[config.mk]
export PLATFORM = sky130hd
export DESIGN_NAME = uart_regbank
export DESIGN_NICKNAME = d
export VERILOG_FILES = /design/src/rtl/uart_regbank_pkg.sv /design/src/rtl/uart_addr_decode.sv /design/src/rtl/uart_line_status.sv /design/src/rtl/uart_modem_status.sv /design/src/rtl/uart_irq_prio.sv /design/src/rtl/uart_regbank.sv
export SDC_FILE = /design/constraint.sdc
export NUM_CORES = 1
export LEC_CHECK = 0
export BUFFER_PORTS_ARGS = -buffer_cell sky130_fd_sc_hd__buf_2
export CAP_MARGIN = 0
export CORE_MARGIN = 1.5
export CORE_UTILIZATION = 45
export CTS_BUF_LIST = sky130_fd_sc_hd__clkbuf_4 sky130_fd_sc_hd__clkbuf_8 sky130_fd_sc_hd__clkbuf_16
export DETAILED_ROUTE_END_ITERATION = 8
export GPL_TIMING_DRIVEN = 1
export PLACE_DENSITY = 0.65
export SLEW_MARGIN = 15
export SYNTH_ARGS = -nofsm -noshare
export SYNTH_HDL_FRONTEND = slang
export SYNTH_SLANG_ARGS = --single-unit
[constraint.sdc]
create_clock -name clk -period 3.94 [get_ports clk]
set_input_delay 0.394 -clock clk [delete_from_list [all_inputs] [get_ports clk]]
set_output_delay 0.394 -clock clk [all_outputs]
set_load 0.05 [all_outputs]
[src/rtl/uart_regbank_pkg.sv]
package uart_regbank_pkg;

    localparam int DATA_W   = 8;
    localparam int ADDR_W   = 3;
    localparam int DIV_W    = 2 * DATA_W;
    localparam int IER_W    = 4;
    localparam int MCR_W    = 5;
    localparam int ERR_W    = 4;
    localparam int MODEM_W  = 4;
    localparam int CODE_W   = 4;
    localparam int BANK_BIT = 7;
    localparam int GATE_BIT = 3;

    typedef enum logic [ADDR_W-1:0] {
        A_DATA  = 3'd0,
        A_IEN   = 3'd1,
        A_IDENT = 3'd2,
        A_LCTL  = 3'd3,
        A_MCTL  = 3'd4,
        A_LSTAT = 3'd5,
        A_MSTAT = 3'd6,
        A_SCR   = 3'd7
    } reg_addr_e;

    typedef struct packed {
        logic thr;
        logic rbr;
        logic div_lo;
        logic div_hi;
        logic ien;
        logic ident;
        logic fctl;
        logic lctl;
        logic mctl;
        logic lstat;
        logic mstat;
        logic scr;
    } reg_sel_t;

    typedef enum logic [CODE_W-1:0] {
        CODE_MODEM = 4'h0,
        CODE_NONE  = 4'h1,
        CODE_TXE   = 4'h2,
        CODE_RXD   = 4'h4,
        CODE_LINE  = 4'h6
    } ident_code_e;

    typedef struct packed {
        logic line;
        logic rxd;
        logic txe;
        logic modem;
    } irq_src_t;

    function automatic ident_code_e pick_source(irq_src_t p);
        if (p.line)       return CODE_LINE;
        else if (p.rxd)   return CODE_RXD;
        else if (p.txe)   return CODE_TXE;
        else if (p.modem) return CODE_MODEM;
        else              return CODE_NONE;
    endfunction

endpackage

[src/rtl/uart_addr_decode.sv]
module uart_addr_decode
    import uart_regbank_pkg::*;
(
    input  logic [ADDR_W-1:0] addr,
    input  logic              bank,
    output reg_sel_t          sel
);
    always_comb begin
        sel = '0;
        case (reg_addr_e'(addr))
            A_DATA: begin
                if (bank) begin
                    sel.div_lo = 1'b1;
                end else begin
                    sel.thr = 1'b1;
                    sel.rbr = 1'b1;
                end
            end
            A_IEN: begin
                if (bank) sel.div_hi = 1'b1;
                else      sel.ien    = 1'b1;
            end
            A_IDENT: begin
                sel.ident = 1'b1;
                sel.fctl  = 1'b1;
            end
            A_LCTL:  sel.lctl  = 1'b1;
            A_MCTL:  sel.mctl  = 1'b1;
            A_LSTAT: sel.lstat = 1'b1;
            A_MSTAT: sel.mstat = 1'b1;
            A_SCR:   sel.scr   = 1'b1;
            default: sel = '0;
        endcase
    end
endmodule

[src/rtl/uart_line_status.sv]
module uart_line_status
    import uart_regbank_pkg::*;
(
    input  logic              clk,
    input  logic              rst,
    input  logic              rx_load,
    input  logic [DATA_W-1:0] rx_data,
    input  logic [ERR_W-1:0]  rx_err,
    input  logic              tx_done,
    input  logic              thr_wr,
    input  logic              rbr_rd,
    input  logic              lstat_rd,
    input  logic              lstat_wr,
    input  logic [ERR_W-1:0]  err_wdata,
    output logic [DATA_W-1:0] rbr,
    output logic [DATA_W-1:0] lstat,
    output logic              data_ready,
    output logic              err_any
);
    logic [ERR_W-1:0] err_q;
    logic             thr_empty_q;

    always_ff @(posedge clk) begin
        if (rst) begin
            rbr         <= '0;
            data_ready  <= 1'b0;
            err_q       <= '0;
            thr_empty_q <= 1'b1;
        end else begin
            if (rx_load) rbr <= rx_data;
            data_ready <= (data_ready & ~rbr_rd) | rx_load;
            if (lstat_wr)      err_q <= err_wdata | rx_err;
            else if (lstat_rd) err_q <= rx_err;
            else               err_q <= err_q | rx_err;
            if (thr_wr)        thr_empty_q <= 1'b0;
            else if (tx_done)  thr_empty_q <= 1'b1;
        end
    end

    assign lstat   = {1'b0, thr_empty_q, thr_empty_q, err_q, data_ready};
    assign err_any = |err_q;
endmodule

[src/rtl/uart_modem_status.sv]
module uart_modem_status
    import uart_regbank_pkg::*;
(
    input  logic               clk,
    input  logic               rst,
    input  logic [MODEM_W-1:0] modem_in,
    input  logic               mstat_rd,
    input  logic               mstat_wr,
    input  logic [MODEM_W-1:0] delta_wdata,
    output logic [DATA_W-1:0]  mstat,
    output logic               delta_any
);
    logic [MODEM_W-1:0] prev_q;
    logic [MODEM_W-1:0] delta_q;
    logic [MODEM_W-1:0] change;

    assign change = modem_in ^ prev_q;

    always_ff @(posedge clk) begin
        if (rst) begin
            prev_q  <= '0;
            delta_q <= '0;
        end else begin
            prev_q <= modem_in;
            if (mstat_wr)      delta_q <= delta_wdata | change;
            else if (mstat_rd) delta_q <= change;
            else               delta_q <= delta_q | change;
        end
    end

    assign mstat     = {modem_in, delta_q};
    assign delta_any = |delta_q;
endmodule

[src/rtl/uart_irq_prio.sv]
module uart_irq_prio
    import uart_regbank_pkg::*;
(
    input  irq_src_t          pend,
    input  logic              gate,
    output ident_code_e       code,
    output logic [DATA_W-1:0] ident,
    output logic              irq
);
    assign code  = pick_source(pend);
    assign ident = {{(DATA_W-CODE_W){1'b0}}, code};
    assign irq   = gate & (|pend);
endmodule

[src/rtl/uart_regbank.sv]
module uart_regbank
    import uart_regbank_pkg::*;
(
    input  logic                clk,
    input  logic                rst,
    input  logic [ADDR_W-1:0]   addr,
    input  logic                wr_en,
    input  logic                rd_en,
    input  logic [DATA_W-1:0]   wdata,
    output logic [DATA_W-1:0]   rdata,
    input  logic                rx_load,
    input  logic [DATA_W-1:0]   rx_data,
    input  logic [ERR_W-1:0]    rx_err,
    input  logic                tx_done,
    input  logic [MODEM_W-1:0]  modem_in,
    output logic                tx_load,
    output logic [DATA_W-1:0]   tx_data,
    output logic [DIV_W-1:0]    divisor,
    output logic [DATA_W-1:0]   line_ctrl,
    output logic [DATA_W-1:0]   fifo_ctrl,
    output logic [MCR_W-1:0]    modem_ctrl,
    output logic                irq
);
    reg_sel_t          sel;
    logic [DATA_W-1:0] lctl_q, fctl_q, scr_q, div_lo_q, div_hi_q, tx_q;
    logic [IER_W-1:0]  ien_q;
    logic [MCR_W-1:0]  mctl_q;
    logic              tx_load_q, txe_pend_q;
    logic [DATA_W-1:0] rbr, lstat, mstat, ident;
    logic              line_dr, err_any, delta_any;
    irq_src_t          pend;
    ident_code_e       code;

    logic bank;
    assign bank = lctl_q[BANK_BIT];

    uart_addr_decode u_dec (.addr(addr), .bank(bank), .sel(sel));

    logic wr_thr, wr_dlo, wr_dhi, wr_ien, wr_fctl, wr_lctl, wr_mctl, wr_lstat, wr_mstat, wr_scr;
    logic rd_rbr, rd_ident, rd_lstat, rd_mstat;
    assign wr_thr   = wr_en & sel.thr;
    assign wr_dlo   = wr_en & sel.div_lo;
    assign wr_dhi   = wr_en & sel.div_hi;
    assign wr_ien   = wr_en & sel.ien;
    assign wr_fctl  = wr_en & sel.fctl;
    assign wr_lctl  = wr_en & sel.lctl;
    assign wr_mctl  = wr_en & sel.mctl;
    assign wr_lstat = wr_en & sel.lstat;
    assign wr_mstat = wr_en & sel.mstat;
    assign wr_scr   = wr_en & sel.scr;
    assign rd_rbr   = rd_en & sel.rbr;
    assign rd_ident = rd_en & sel.ident;
    assign rd_lstat = rd_en & sel.lstat;
    assign rd_mstat = rd_en & sel.mstat;

    always_ff @(posedge clk) begin
        if (rst) begin
            lctl_q     <= '0;
            fctl_q     <= '0;
            scr_q      <= '0;
            div_lo_q   <= '0;
            div_hi_q   <= '0;
            tx_q       <= '0;
            ien_q      <= '0;
            mctl_q     <= '0;
            tx_load_q  <= 1'b0;
            txe_pend_q <= 1'b0;
        end else begin
            tx_load_q <= wr_thr;
            if (wr_thr)   tx_q     <= wdata;
            if (wr_dlo)   div_lo_q <= wdata;
            if (wr_dhi)   div_hi_q <= wdata;
            if (wr_ien)   ien_q    <= wdata[IER_W-1:0];
            if (wr_fctl)  fctl_q   <= wdata;
            if (wr_lctl)  lctl_q   <= wdata;
            if (wr_mctl)  mctl_q   <= wdata[MCR_W-1:0];
            if (wr_scr)   scr_q    <= wdata;
            if (tx_done)
                txe_pend_q <= 1'b1;
            else if (wr_thr || (rd_ident && code == CODE_TXE))
                txe_pend_q <= 1'b0;
        end
    end

    uart_line_status u_lsr (
        .clk(clk), .rst(rst),
        .rx_load(rx_load), .rx_data(rx_data), .rx_err(rx_err),
        .tx_done(tx_done), .thr_wr(wr_thr), .rbr_rd(rd_rbr),
        .lstat_rd(rd_lstat), .lstat_wr(wr_lstat),
        .err_wdata(wdata[ERR_W:1]),
        .rbr(rbr), .lstat(lstat), .data_ready(line_dr), .err_any(err_any)
    );

    uart_modem_status u_msr (
        .clk(clk), .rst(rst), .modem_in(modem_in),
        .mstat_rd(rd_mstat), .mstat_wr(wr_mstat),
        .delta_wdata(wdata[MODEM_W-1:0]),
        .mstat(mstat), .delta_any(delta_any)
    );

    assign pend.line  = err_any    & ien_q[2];
    assign pend.rxd   = line_dr    & ien_q[0];
    assign pend.txe   = txe_pend_q & ien_q[1];
    assign pend.modem = delta_any  & ien_q[3];

    uart_irq_prio u_prio (
        .pend(pend), .gate(mctl_q[GATE_BIT]),
        .code(code), .ident(ident), .irq(irq)
    );

    always_comb begin
        rdata = '0;
        if (sel.rbr)         rdata = rbr;
        else if (sel.div_lo) rdata = div_lo_q;
        else if (sel.div_hi) rdata = div_hi_q;
        else if (sel.ien)    rdata = {{(DATA_W-IER_W){1'b0}}, ien_q};
        else if (sel.ident)  rdata = ident;
        else if (sel.lctl)   rdata = lctl_q;
        else if (sel.mctl)   rdata = {{(DATA_W-MCR_W){1'b0}}, mctl_q};
        else if (sel.lstat)  rdata = lstat;
        else if (sel.mstat)  rdata = mstat;
        else if (sel.scr)    rdata = scr_q;
    end

    assign tx_load    = tx_load_q;
    assign tx_data    = tx_q;
    assign divisor    = {div_hi_q, div_lo_q};
    assign line_ctrl  = lctl_q;
    assign fifo_ctrl  = fctl_q;
    assign modem_ctrl = mctl_q;
endmodule

==> impl_metrics.py, run 1 <==
metrics = {
    "timing": {
        "tightestPinTransition_ps": 733.9,
        "finalCritPeriodShare_pct": 70.55,
        "hold_viol_final": 0,
        "fin_setup_tns_ps": 0,
        "slew_headroom_pct": 51.07,
        "setup_viol": 0,
        "clock_skew_ps": 9.030,
        "drv_slew": 0,
        "finalCriticalPeriod_ps": 2780,
        "clock.fmax_ghz": 0.3598,
        "finalWorstSetupSlack_ps": 1160,
        "hold_ws_ps": 250.5,
        "grt_setup_unrepaired": "no",
    },
    "place": {
        "dp_cells": 579,
        "numPortBuffers": 87,
        "placed_cell_area_sq_mm": 0.004041,
        "detailed_place_hpwl_microns": 7464,
        "place.gp.congestion": 0.8907,
        "dpl_worst_slack_ps": 1459,
    },
    "critical_path": {
        "critPathBufInv": 2,
        "crit_path_max_incr_delay_ps": 750,
        "required_ps": 3550,
        "cp-start-kind": "register",
        "critPathSlowestCell": "dfxtp_1",
        "path_delay_family": "flip-flops",
        "crit_path_max_fanout": 16,
        "worst-path-stages": 5,
        "arrival_ps": 2390,
        "path_class": "register to output pin",
        "r2r_slack_ps": 1780,
        "cp-end-kind": "output pin",
        "crit_chain": "inv_1 -> o2111a_1 -> a211oi_1 -> o221ai_1 -> buf_2",
        "r2r_cells": 4,
    },
    "clock_tree": {
        "cts_setup_buffers": 0,
        "cts-buffers-inserted": 9,
        "cts_tree": "built",
        "path_clk_slew_ps": 90,
        "clk_latency_ps": 360,
        "clock_sinks": 81,
        "cts_max_path_buffers": 2,
        "cts_hold_buf": 0,
        "h-tree-depth": 3,
        "cts-root-buf": "clkbuf_8",
        "cts-resized-gates": 0,
    },
    "grt": {
        "overflow": 0,
        "grt_pass1_wl_microns": 16620,
        "grtUsageTotal_pct": 25.61,
        "grt_pass1_vias": 3047,
        "grt_max_degree": 44,
        "grt_antenna_before_repair": 0,
    },
    "synth": {
        "ys_seq_area_share_pct": 44.64,
        "synth.avg_cell_area_sq_um": 8.587,
        "ys_warn_count": 0,
        "async_reset_ff_share_pct": 0,
        "ys_top_cells_by_area": "dfxtp_1 (45%), mux2i_1 (9.9%), nand2_1 (8.6%)",
        "yosysUniqueCellTypes": 42,
        "ys.flop_type": "dfxtp_1",
        "yosys.area.top_type": "dfxtp_1",
        "yosysTopAreaCellShare_pct": 44.64,
        "synthCells": 423,
        "synth_fp_nets": 456,
        "netlist_area_sq_mm": 0.003632,
        "synth_edf_count": 0,
        "ys_seq_elements": 81,
    },
    "finish": {
        "areaGrowthSynthToFinish_pct": 15.95,
        "nFillCells": 791,
        "antenna_cells": 0,
        "stdcell_count": 594,
        "final_area_sq_mm": 0.004212,
        "final_util_pct": 54.22,
        "num-nets-final": 521,
        "drive_above_1_share_pct": 23.58,
    },
    "power": {
        "total_power_mw": 1.624,
        "sequentialPowerShare_pct": 53.2,
        "switching_power_uw": 474.2,
        "pwr-share-comb_pct": 13.4,
        "vdd_ir_drop_max_mv": 0.2230,
        "pwr_density_cell_mw_per_mm2": 385.5,
        "swShare_pct": 29.20,
        "clockPowerShare_pct": 33.4,
        "intPower_mw": 1.150,
        "leakage_nw": 1.783,
    },
    "drt": {
        "firstDrtPassIters": 5,
        "wirelength_microns": 10610,
        "postRouteAntennaNets": 0,
        "drcViolationCount": 0,
        "dr_total_vias": 3298,
        "wl_per_cell_microns": 17.85,
        "via_per_inst": 5.552,
        "drt_iter0_markers": 190,
    },
    "floorplan": {
        "num_io_pins": 88,
        "dieArea_sq_mm": 0.008619,
        "die_w_microns": 92.84,
        "row_count": 32,
        "start_util_pct": 46.76,
        "core_area_sq_mm": 0.007767,
        "fp.dieH_microns": 92.84,
    },
    "outcome": {
        "status": "finished, final reports clean",
    },
    "run": {
        "cap_violations": 0,
    },
    "worst_hold_path": {
        "hold_depth": 3,
        "hold_class": "input pin to register",
    },
}
[cell families (layout without fill, tap and decap cells)]
family,after synthesis,in the layout,synth area share (%)
AOI/OAI and AO/OA,92,92,15.61
xor gates and xnor gates,4,4,0.9644
buffers and inverters,36,105,4.650
DFF,81,81,44.64
muxes,45,45,14.26
and+or+nand+nor,165,165,19.88
[power by group through the flow]
stage	clock (mW)	sequential, mW	combinational, mW
3_5_place_dp	0	0.883	0.215
2_1_floorplan	0	0.896	0.137
5_1_grt	0.578	0.867	0.233
3_3_place_gp	0	0.883	0.213
4_1_cts	0.548	0.864	0.216
6_report	0.543	0.864	0.217
[layout make-up]
cell class / count / area, sq um / share of cell area, %
multi-input cells: 306 / 1842 / 43.73
flip-flops and latches: 81 / 1622 / 38.50
repair buffers: 88 / 442.9 / 10.52
clock buffers: 10 / 137.6 / 3.268
well taps: 102 / 127.6 / 3.030
clock inverters: 5 / 32.53 / 0.7724
inverters: 2 / 7.507 / 0.1783
[path summary, 6_finish.rpt]
check	to	from
worst max-delay path	rdata[1]	line_ctrl[7]
worst min-delay path	u_lsr.err_q[3]	rx_err[3]
worst max register to register	div_lo_q[1]	line_ctrl[7]
worst min register to register	tx_data[0]	tx_data[0]
[cell usage after synthesis, types with 3 or more instances]
cell type,count
a21oi_1,47
a221oi_1,8
a22o_1,3
a31oi_1,4
and2_1,5
buf_2,6
buf_4,3
clkbuf_1,23
dfxtp_1,81
mux2_2,4
mux2i_1,36
mux4_2,5
nand2_1,83
nand2b_1,3
nand3_1,3
nor2_1,52
nor2b_1,8
o211ai_1,3
o21ai_0,12
xor2_1,4
[layout by cell type, fill, tap and decap left out, types with 2 or more instances in the layout]
master       n
a21oi_1     47
a221oi_1     8
a22o_1       3
a22oi_1      2
a311oi_1     2
a31oi_1      4
and2_1       5
buf_2       87
clkbuf_8    10
clkinv_2     2
clkinvlp_4   3
dfxtp_1     81
inv_1        2
mux2_2       4
mux2i_1     36
mux4_2       5
nand2_1     83
nand2b_1     3
nand3_1      3
nand4_1      2
nor2_1      52
nor2b_1      8
nor3_4       2
o211ai_1     3
o21ai_0     12
o41ai_1      2
or3_1        2
xor2_1       4
[sequential cells by signal, summed over array words and instances (netlist names), 4 cells and up]
| signal | flops |
|---|---|
| tx_data | 8 |
| u_lsr.rbr | 8 |
| ien_q | 4 |
| div_lo_q | 8 |
| div_hi_q | 8 |
| u_msr.delta_q | 4 |
| u_msr.prev_q | 4 |
| u_lsr.err_q | 4 |
| scr_q | 8 |
| line_ctrl | 8 |
| modem_ctrl | 5 |
| fifo_ctrl | 8 |
[metal layers]
metal | up-vias | GRT usage [%] | routed length [microns]
li1 | 1589 | - | -
met3 | 16 | 5.008 | 557
met5 | - | 0 | 0
met1 | 1575 | 35.95 | 4926
met4 | 0 | 8.586 | 172
met2 | 118 | 39.17 | 4949
[worst register-to-register path, stage by stage, from the launching register on]
cell and delay (ps):
dfxtp_1 750, inv_1 340, or3_1 670, mux2i_1 240, nor2_1 50
Power figures use the tool's default switching activity.
==> inputs of run 2 (changes only) <==
--- a/config.mk
+++ b/config.mk
@@ -5,6 +5,7 @@
 export SDC_FILE = /design/constraint.sdc
 export NUM_CORES = 1
 export LEC_CHECK = 0
+export ABC_AREA = 1
 export BUFFER_PORTS_ARGS = -buffer_cell sky130_fd_sc_hd__buf_2
 export CAP_MARGIN = 0
 export CORE_MARGIN = 1.5
==> constraint.sdc (replaced) <==
create_clock -name clk -period 2.8 [get_ports clk]
set_input_delay 0.28 -clock clk [delete_from_list [all_inputs] [get_ports clk]]
set_output_delay 0.28 -clock clk [all_outputs]
set_load 0.05 [all_outputs]
==> run 2 against run 1 <==
Against the previous run: flip-flop and latch count did not move; combinational power rose by 58%; count of clock-buffer cells in the layout did not move; worst hold slack got worse by 110 ps; die area rose by 1.3%; synthesized cell count rose by 22%; area after synthesis rose by 1.4%; clock skew fell by 1.0 ps; core utilization rose by 1.2 points; largest power group unchanged; final cell count rose by 17%; non-clock buffer count rose by 2; largest cell class unchanged.
==> impl_metrics.py, run 2 <==
metrics = {
    "outcome": {
        "status": "finished, final reports clean",
    },
    "clock_tree": {
        "clock_sinks": 81,
        "cts_setup_buffers": 0,
        "cts-buffers-inserted": 9,
        "cts-root-buf": "clkbuf_8",
        "cts_max_path_buffers": 2,
        "cts-resized-gates": 0,
        "path_clk_slew_ps": 90,
        "cts_tree": "built",
        "cts_hold_buf": 0,
        "h-tree-depth": 3,
        "clk_latency_ps": 350,
    },
    "timing": {
        "finalWorstSetupSlack_ps": 432.4,
        "hold_viol_final": 0,
        "fin_setup_tns_ps": 0,
        "grt_setup_unrepaired": "no",
        "hold_ws_ps": 141.3,
        "finalCritPeriodShare_pct": 84.56,
        "setup_viol": 0,
        "finalCriticalPeriod_ps": 2368,
        "clock_skew_ps": 8.018,
        "drv_slew": 0,
        "clock.fmax_ghz": 0.4224,
        "tightestPinTransition_ps": 500.9,
        "slew_headroom_pct": 66.57,
    },
    "drt": {
        "drt_iter0_markers": 168,
        "drcViolationCount": 0,
        "dr_total_vias": 3616,
        "firstDrtPassIters": 5,
        "wl_per_cell_microns": 15.09,
        "postRouteAntennaNets": 0,
        "via_per_inst": 5.195,
        "wirelength_microns": 10500,
    },
    "floorplan": {
        "dieArea_sq_mm": 0.008735,
        "die_w_microns": 93.46,
        "core_area_sq_mm": 0.007807,
        "num_io_pins": 88,
        "row_count": 32,
        "fp.dieH_microns": 93.46,
        "start_util_pct": 47.16,
    },
    "grt": {
        "grt_max_degree": 44,
        "grt_pass1_wl_microns": 16860,
        "grt_pass1_vias": 3301,
        "grt_antenna_before_repair": 0,
        "overflow": 0,
        "grtUsageTotal_pct": 25.43,
    },
    "power": {
        "clockPowerShare_pct": 38.3,
        "leakage_nw": 1.987,
        "sequentialPowerShare_pct": 48.2,
        "pwr_density_cell_mw_per_mm2": 585.2,
        "pwr-share-comb_pct": 13.5,
        "swShare_pct": 28.47,
        "switching_power_uw": 721.1,
        "intPower_mw": 1.812,
        "vdd_ir_drop_max_mv": 0.3699,
    },
    "place": {
        "placed_cell_area_sq_mm": 0.004101,
        "detailed_place_hpwl_microns": 7405,
        "numPortBuffers": 87,
        "place.gp.congestion": 0.8360,
        "dpl_worst_slack_ps": 718.9,
    },
    "critical_path": {
        "crit_path_max_fanout": 11,
        "path_delay_family": "buffers and inverters",
        "crit_path_start": "line_ctrl[7]",
        "cp-end-kind": "output pin",
        "critPathBufInv": 4,
        "cp-start-kind": "register",
        "crit_path_max_incr_delay_ps": 500,
        "critPathSlowestCell": "dfxtp_1",
        "arrival_ps": 2090,
        "path_class": "register to output pin",
        "r2r-start": "line_ctrl[7]",
        "path_common_cell": "inv_2",
        "required_ps": 2520,
        "crit_chain": "inv_2 -> nor2_2 -> inv_2 -> o21ai_2 -> inv_1 -> nand4_1 -> buf_2",
    },
    "worst_hold_path": {
        "min_from": "rx_data[1]",
        "hold_class": "input pin to register",
    },
    "synth": {
        "yosys.area.top_type": "dfxtp_1",
        "ys_seq_area_share_pct": 44.04,
        "ys_seq_elements": 81,
        "synth_top_cells_by_count": "nand2_1 (86), dfxtp_1 (81), nor2_1 (75), a21oi_1 (63), o21ai_0 (46)",
        "synthCells": 514,
        "ys.flop_type": "dfxtp_1",
        "ys_top_cells_by_area": "dfxtp_1 (44%), nand2_1 (8.8%), a21oi_1 (8.6%)",
        "synth.avg_cell_area_sq_um": 7.164,
        "yosysTopAreaCellShare_pct": 44.04,
        "ys_warn_count": 0,
        "synth_edf_count": 0,
        "yosysUniqueCellTypes": 28,
        "async_reset_ff_share_pct": 0,
        "synth_fp_nets": 547,
        "yosysMostFrequentCell": "nand2_1",
        "netlist_area_sq_mm": 0.003682,
    },
    "finish": {
        "nFillCells": 774,
        "final_area_sq_mm": 0.004329,
        "drive_above_1_share_pct": 22.22,
        "antenna_cells": 0,
        "areaGrowthSynthToFinish_pct": 17.57,
        "layout_commonest_cell": "buf_2",
        "final_cell_mix": "buf_2 (87), nand2_1 (86), dfxtp_1 (81)",
        "num-nets-final": 622,
    },
    "run": {
        "cap_violations": 0,
    },
}
==> run 2: final timing paths <==
check | endpoint | slack (ps) | cells after the start
worst min-delay path | u_lsr.rbr[1] | 140 | 3
worst min register to register | tx_data[5] | 460 | 2
worst max register to register | div_hi_q[0] | 920 | 5
worst max-delay path | rdata[1] | 430 | 7
==> run 2: logic make-up (layout without fill, tap and decap cells) <==
logic type	after synthesis	count (layout)	synth area share, %
AO/OA/AOI/OAI	120	120	16.82
XOR/XNOR	4	4	0.9513
buffers and inverters	77	157	9.718
flip-flops	81	81	44.04
AND/OR/NAND/NOR	232	232	28.47
==> run 2: per-stage QoR <==
stage | std cells | utilization (%) | power (mW)
after CTS | 696 | 55.45 | 2.546
after detailed placement | 680 | 52.53 | 1.587
final | 696 | 55.45 | 2.533
after global placement | 680 | 52.53 | 1.584
after global routing | 696 | 55.45 | 2.642
after floorplan | 514 | - | 1.486
==> run 2: power groups by stage <==
| stage | Combinational, mW | Clock, mW | Sequential, mW |
|---|---|---|---|
| 2_1_floorplan | 0.203 | 0 | 1.28 |
| 3_3_place_gp | 0.338 | 0 | 1.25 |
| 3_5_place_dp | 0.340 | 0 | 1.25 |
| 4_1_cts | 0.342 | 0.984 | 1.22 |
| 5_1_grt | 0.373 | 1.04 | 1.23 |
| 6_report | 0.342 | 0.971 | 1.22 |
==> run 2: cell type report <==
class                      instances  area [sq um]  share of cell area, %
multi-input combinational        356          1703                  39.34
sequential                        81          1622                  37.46
timing repair buffer              90         457.9                  10.58
inverter                          51         191.4                  4.422
clock buffer                      10         137.6                  3.179
tap                              102         127.6                  2.948
clock inverter                     6         90.09                  2.081
==> run 2: routing by layer <==
metal  up-vias  GRT usage, %  wire length [microns]
li1       1823             -                      -
met1      1633         35.24                   4885
met2       141         38.83                   4587
met3        19         5.122                    804
met4         0         9.470                    227
met5         -             0                      0
==> run 2: worst min-delay path, cell delays in order <==
cell and delay, ps:
buf_2 70, nor2_1 30, nor2_1 80
